`src/rtl/rxq_pkg.sv`:
```
package rxq_pkg;

    // Fill level of the queue
    typedef enum logic [1:0] {
        LV_EMPTY   = 2'b00,
        LV_PARTIAL = 2'b01,
        LV_FULL    = 2'b10
    } level_e;

    // Per-entry fault tags
    typedef struct packed {
        logic brk;
        logic frm;
        logic par;
    } rx_tag_t;

endpackage

```
`src/rtl/rxq_level_fsm.sv`:
```
module rxq_level_fsm
    import rxq_pkg::*;
#(
    parameter int DEPTH = 16  // must be 2 or more
) (
    input  logic   clk,
    input  logic   rst_n,
    input  logic   push_req,
    input  logic   pop_req,
    output level_e state_q,
    output logic   wr_en,
    output logic   rd_en,
    output logic   overrun_evt,
    output logic   head_from_push,
    output logic   head_from_next
);

    localparam int CNT_W = $clog2(DEPTH + 1);
    localparam logic [CNT_W-1:0] CNT_ONE  = CNT_W'(1);
    localparam logic [CNT_W-1:0] CNT_LAST = CNT_W'(DEPTH - 1);

    level_e           state_d;
    logic [CNT_W-1:0] count_q;

    // Next-state logic
    always_comb begin
        state_d = state_q;
        unique case (state_q)
            LV_EMPTY: begin
                if (wr_en) state_d = LV_PARTIAL;          // first write
            end
            LV_PARTIAL: begin
                if (wr_en && !rd_en && count_q == CNT_LAST)
                    state_d = LV_FULL;                    // fill
                else if (rd_en && !wr_en && count_q == CNT_ONE)
                    state_d = LV_EMPTY;                   // last read
            end
            LV_FULL: begin
                if (rd_en && !wr_en) state_d = LV_PARTIAL; // drain
            end
            default: state_d = LV_EMPTY;
        endcase
    end

    // State register
    always_ff @(posedge clk or negedge rst_n) begin
        if (!rst_n) state_q <= LV_EMPTY;
        else        state_q <= state_d;
    end

    // Outputs per state
    always_comb begin
        wr_en          = 1'b0;
        rd_en          = 1'b0;
        overrun_evt    = 1'b0;
        head_from_push = 1'b0;
        head_from_next = 1'b0;
        unique case (state_q)
            LV_EMPTY: begin
                wr_en          = push_req;
                head_from_push = push_req;
            end
            LV_PARTIAL: begin
                wr_en          = push_req;
                rd_en          = pop_req;
                head_from_push = push_req && pop_req && (count_q == CNT_ONE);
                head_from_next = pop_req && (count_q != CNT_ONE);
            end
            LV_FULL: begin
                wr_en          = push_req && pop_req;
                rd_en          = pop_req;
                overrun_evt    = push_req && !pop_req;
                head_from_next = pop_req;
            end
            default: begin
                wr_en = 1'b0;
            end
        endcase
    end

    // Occupancy counter
    always_ff @(posedge clk or negedge rst_n) begin
        if (!rst_n) begin
            count_q <= '0;
        end else begin
            unique case ({wr_en, rd_en})
                2'b10:   count_q <= count_q + CNT_ONE;
                2'b01:   count_q <= count_q - CNT_ONE;
                default: count_q <= count_q;
            endcase
        end
    end

endmodule

```
`src/rtl/rxq_storage.sv`:
```
module rxq_storage
    import rxq_pkg::*;
#(
    parameter int DATA_W = 8,
    parameter int DEPTH  = 16
) (
    input  logic              clk,
    input  logic              rst_n,
    input  logic              wr_en,
    input  logic              rd_en,
    input  logic [DATA_W-1:0] wr_data,
    input  rx_tag_t           wr_tag,
    output logic [DATA_W-1:0] head_data,
    output rx_tag_t           head_tag,
    output rx_tag_t           next_tag
);

    localparam int  PTR_W    = $clog2(DEPTH);
    localparam bit  POW2     = (DEPTH == (1 << PTR_W));
    localparam logic [PTR_W-1:0] PTR_LAST = PTR_W'(DEPTH - 1);

    logic [DATA_W-1:0] slot_data [DEPTH];
    rx_tag_t           slot_tag  [DEPTH];
    logic [PTR_W-1:0]  wr_ptr, rd_ptr;
    logic [PTR_W-1:0]  wr_ptr_inc, rd_ptr_inc;

    // Pointer advance: natural wrap for power-of-two depth, compare otherwise
    generate
        if (POW2) begin : g_wrap_pow2
            assign wr_ptr_inc = wr_ptr + PTR_W'(1);
            assign rd_ptr_inc = rd_ptr + PTR_W'(1);
        end else begin : g_wrap_cmp
            assign wr_ptr_inc = (wr_ptr == PTR_LAST) ? '0 : wr_ptr + PTR_W'(1);
            assign rd_ptr_inc = (rd_ptr == PTR_LAST) ? '0 : rd_ptr + PTR_W'(1);
        end
    endgenerate

    always_ff @(posedge clk or negedge rst_n) begin
        if (!rst_n) begin
            wr_ptr <= '0;
            rd_ptr <= '0;
        end else begin
            if (wr_en) wr_ptr <= wr_ptr_inc;
            if (rd_en) rd_ptr <= rd_ptr_inc;
        end
    end

    always_ff @(posedge clk or negedge rst_n) begin
        if (!rst_n) begin
            for (int i = 0; i < DEPTH; i++) begin
                slot_data[i] <= '0;
                slot_tag[i]  <= '0;
            end
        end else if (wr_en) begin
            for (int i = 0; i < DEPTH; i++) begin
                if (wr_ptr == PTR_W'(i)) begin
                    slot_data[i] <= wr_data;
                    slot_tag[i]  <= wr_tag;
                end
            end
        end
    end

    assign head_data = slot_data[rd_ptr];
    assign head_tag  = slot_tag[rd_ptr];
    assign next_tag  = slot_tag[rd_ptr_inc];

endmodule

```
`src/rtl/rxq_line_flags.sv`:
```
module rxq_line_flags
    import rxq_pkg::*;
(
    input  logic    clk,
    input  logic    rst_n,
    input  logic    stat_rd,
    input  logic    overrun_evt,
    input  logic    head_from_push,
    input  rx_tag_t push_tag,
    input  logic    head_from_next,
    input  rx_tag_t next_tag,
    input  logic    nine_bit,
    input  logic    avail,
    input  logic    head_par,
    output logic    par_o,
    output logic    frm_o,
    output logic    brk_o,
    output logic    ovr_o
);

    rx_tag_t arrive;
    rx_tag_t sticky_q;
    logic    ovr_q;

    // Tags of the entry that becomes head at this edge
    always_comb begin
        arrive = '0;
        if (head_from_push)      arrive = push_tag;
        else if (head_from_next) arrive = next_tag;
    end

    // Clear on status read, new set wins
    always_ff @(posedge clk or negedge rst_n) begin
        if (!rst_n) begin
            sticky_q <= '0;
            ovr_q    <= 1'b0;
        end else begin
            sticky_q.par <= (sticky_q.par & ~stat_rd) | arrive.par;
            sticky_q.frm <= (sticky_q.frm & ~stat_rd) | arrive.frm;
            sticky_q.brk <= (sticky_q.brk & ~stat_rd) | arrive.brk;
            ovr_q        <= (ovr_q & ~stat_rd) | overrun_evt;
        end
    end

    assign par_o = nine_bit ? (avail & head_par) : sticky_q.par;
    assign frm_o = sticky_q.frm;
    assign brk_o = sticky_q.brk;
    assign ovr_o = ovr_q;

endmodule

```
`src/rtl/rx_status_fifo.sv`:
```
module rx_status_fifo
    import rxq_pkg::*;
#(
    parameter int DATA_W = 8,
    parameter int DEPTH  = 16
) (
    input  logic              clk,
    input  logic              rst_n,
    input  logic              nine_bit_i,
    input  logic              push_i,
    input  logic [DATA_W-1:0] push_data_i,
    input  logic              push_par_i,
    input  logic              push_frm_i,
    input  logic              push_brk_i,
    input  logic              pop_i,
    input  logic              stat_rd_i,
    output logic [DATA_W-1:0] rd_data_o,
    output logic              avail_o,
    output logic              ovr_o,
    output logic              par_o,
    output logic              frm_o,
    output logic              brk_o
);

    level_e            lvl_state;
    logic              wr_en, rd_en, overrun_evt;
    logic              head_from_push, head_from_next;
    rx_tag_t           push_tag, head_tag, next_tag;
    logic [DATA_W-1:0] head_data;

    assign push_tag = '{brk: push_brk_i, frm: push_frm_i, par: push_par_i};

    rxq_level_fsm #(.DEPTH(DEPTH)) u_level (
        .clk            (clk),
        .rst_n          (rst_n),
        .push_req       (push_i),
        .pop_req        (pop_i),
        .state_q        (lvl_state),
        .wr_en          (wr_en),
        .rd_en          (rd_en),
        .overrun_evt    (overrun_evt),
        .head_from_push (head_from_push),
        .head_from_next (head_from_next)
    );

    rxq_storage #(.DATA_W(DATA_W), .DEPTH(DEPTH)) u_store (
        .clk       (clk),
        .rst_n     (rst_n),
        .wr_en     (wr_en),
        .rd_en     (rd_en),
        .wr_data   (push_data_i),
        .wr_tag    (push_tag),
        .head_data (head_data),
        .head_tag  (head_tag),
        .next_tag  (next_tag)
    );

    rxq_line_flags u_flags (
        .clk            (clk),
        .rst_n          (rst_n),
        .stat_rd        (stat_rd_i),
        .overrun_evt    (overrun_evt),
        .head_from_push (head_from_push),
        .push_tag       (push_tag),
        .head_from_next (head_from_next),
        .next_tag       (next_tag),
        .nine_bit       (nine_bit_i),
        .avail          (avail_o),
        .head_par       (head_tag.par),
        .par_o          (par_o),
        .frm_o          (frm_o),
        .brk_o          (brk_o),
        .ovr_o          (ovr_o)
    );

    assign avail_o   = (lvl_state != LV_EMPTY);
    assign rd_data_o = avail_o ? head_data : '0;

    // head_tag.frm and head_tag.brk feed only the sticky path via next_tag
    logic unused_head_tags;
    assign unused_head_tags = head_tag.frm ^ head_tag.brk;

endmodule

```
`config.mk`:
```
export PLATFORM = sky130hd
export DESIGN_NAME = rx_status_fifo
export DESIGN_NICKNAME = d
export VERILOG_FILES = /design/src/rtl/rxq_pkg.sv /design/src/rtl/rxq_level_fsm.sv /design/src/rtl/rxq_storage.sv /design/src/rtl/rxq_line_flags.sv /design/src/rtl/rx_status_fifo.sv
export SDC_FILE = /design/constraint.sdc
export NUM_CORES = 1
export LEC_CHECK = 0
export ABC_CLOCK_PERIOD_IN_PS = 3850
export BUFFER_PORTS_ARGS = -buffer_cell sky130_fd_sc_hd__buf_4
export CAP_MARGIN = 10
export CORE_MARGIN = 8
export CORE_UTILIZATION = 30
export DETAILED_ROUTE_END_ITERATION = 7
export SETUP_SLACK_MARGIN = 0.15
export SLEW_MARGIN = 20
export SYNTH_ARGS = -nofsm -noshare
export SYNTH_HDL_FRONTEND = slang
export SYNTH_HIERARCHICAL = 1
export SYNTH_SLANG_ARGS = --single-unit
```
`constraint.sdc`:
```
create_clock -name clk -period 3.85 [get_ports clk]
set_clock_uncertainty 0.1 [all_clocks]
set_input_delay 0.77 -clock clk [delete_from_list [all_inputs] [get_ports clk]]
set_output_delay 0.77 -clock clk [all_outputs]
set_load 0.1 [all_outputs]
```
==> reports/summary.txt <==
drc violations = 0
clk buf depth = 2
Syn Inst Count = 728
crit path kind = reg2out
fin worst setup slack = 0.283 ns
synth-to-layout area growth = 14.3%
global-route wire length before repair = 37100 µm
Die Span Y = 195 µm
status = finished, final reports clean
CTS tree = built
Initial Util = 30.5%
RSZ-0062 raised after global routing = true
vias = 5867
grt met1 use = 17.4%
grt total ovfl = 0
IO Count = 30
Skew-Pair Late Insertion Delay = 0.44 ns
drt total wl = 23200 µm
fraction of layout cells with a size suffix above 1 = 42.0%
port bufs = 29
Max VDD drop = 0.00122 V
drt pass-1 iters = 4
CP Capture Type = output port
hold crit path type = in2async
GRT Resource Usage Total = 12.5%
WL/cell = 20.0 µm
Sink Count = 195
Root Driver = clkbuf_16
CTS Buf Count = 17
critical path fanouts, max = 13
Mean Syn Cell Area = 13.3 µm²
met2 Use GR = 19.5%
Setup TNS = 0 ns
largest net degree at the start of global routing = 80
vias in the first global route = 6144
FP Rows = 65
FMAX = 0.280 GHz
Die ar. = 38200 µm²
gp weighted congestion = 0.790
pwr dens = 945 nW/µm²
syn_nets = 760
# diodes = 0
fin crit share = 92.7%
placed inst area = 10400 µm²
dpl ws = 0.528 ns
Required @ worst endpoint = 2.98 ns
leading cell types in the layout, fill and taps excluded = dfrtp_1, mux2_2, buf_4
register clock-pin slew on the reported worst setup and hold paths = 0.08 ns
Die Span X = 195 µm
max-cap violations = 0
commonest non-fill, non-tap cell in the layout = dfrtp_1
fin. max-slew vios = 0
final setup fails = 0
Global Route met3 Usage = 2.51%
initial antenna violation count = 0
worst hold slack = 0.253 ns
Core Area = 31600 µm²
CP Data Arrival Time = 2.70 ns
crit path launch type = flop
H-tree Lvls = 4
drt initial violations = 324
filler instances = 3025
Post-DRT Antenna Nets = 0
measured slew at the worst slew-check pin = 0.928 ns
Most Crowded Layer GR = met2
synth warn = 6
slew margin rel. = 37.9%
min cycle time layout = 3.57 ns
final count of hold timing violations = 0
worst r2r path cells = 6
post-DR vias/cell = 5.05
design area = 11000 µm²
hpwl dp = 15600 µm
Pleak = 0.00493 µW
nets = 779
Cell Area, Synth = 9660 µm²
-- through the flow --
| stage | utilization, % | total power [µW] | std cells |
|---|---|---|---|
| detailed placement | 32.9 | 8610 | 1129 |
| global placement | 32.9 | 8550 | 1129 |
| floorplan | - | 7310 | 728 |
| global route | 34.9 | 11100 | 1162 |
| finish | 34.9 | 10400 | 1162 |
| CTS | 34.9 | 10500 | 1162 |
-- critical path: stages (launching register included) --
cell      delay, ns
dfrtp_1        0.43
buf_4          0.21
and2_1         0.37
a221oi_1       0.49
o21ai_0        0.16
nand2_1        0.14
o21a_1         0.15
buf_4          0.29
-- final cells by class --
class	count	area, µm²	area share (%)
flip-flops and latches	195	4880	44.2
multi-input cells	460	4470	40.4
repair buffers	60	527	4.77
well taps	402	503	4.55
clock buffers	17	425	3.85
clock inverters	15	190	1.72
inverters	13	51.3	0.464
-- where the power goes --
group          leakage [µW]  total (µW)  internal [µW]  switching [µW]
Clock              0.000296        1860            990             870
Sequential          0.00245        3620           2980             636
Combinational       0.00219        4970           2310            2650
Total               0.00493       10400           6290            4160
-- sequential cells by signal, summed over array words and instances, names as in the netlist --
name	count
u_level/count_q	5
u_store/wr_ptr	4
u_flags/sticky_q	1
u_level/state_q	2
u_flags/ovr_o	1
u_store/rd_ptr	4
u_flags/brk_o	1
u_flags/frm_o	1
u_store/slot_data	128
u_store/slot_tag	48
-- worst paths after layout --
kind	slack (ns)	start	to
max reg2reg	0.55	u_level/state_q[1]	u_store/slot_tag[10]
min	0.25	rst_n	u_level/count_q[3]
min in group clk	0.38	u_flags/ovr_o	u_flags/ovr_o
min reg2reg	0.38	u_flags/ovr_o	u_flags/ovr_o
max in group asynchronous	2.52	rst_n	u_store/slot_data[17]
max	0.28	u_store/rd_ptr[2]	rd_data_o[6]
-- layer usage --
metal / wire, µm / part of all wire (%) / vias up
met3: 950 / 4.1 / 23
met5: 0 / 0 / -
li1: - / - / 2696
met2: 10900 / 47 / 96
met4: 314 / 1.4 / 0
met1: 11000 / 48 / 3052
-- what timing repair did --
action	CTS	global route
endpoints found under the setup margin	2	3
hold buffers	0	0
gates resized for setup	0	2
pin swaps	0	0
buffers inserted	1	0
Note: power is estimated with default switching activity, not from simulation.
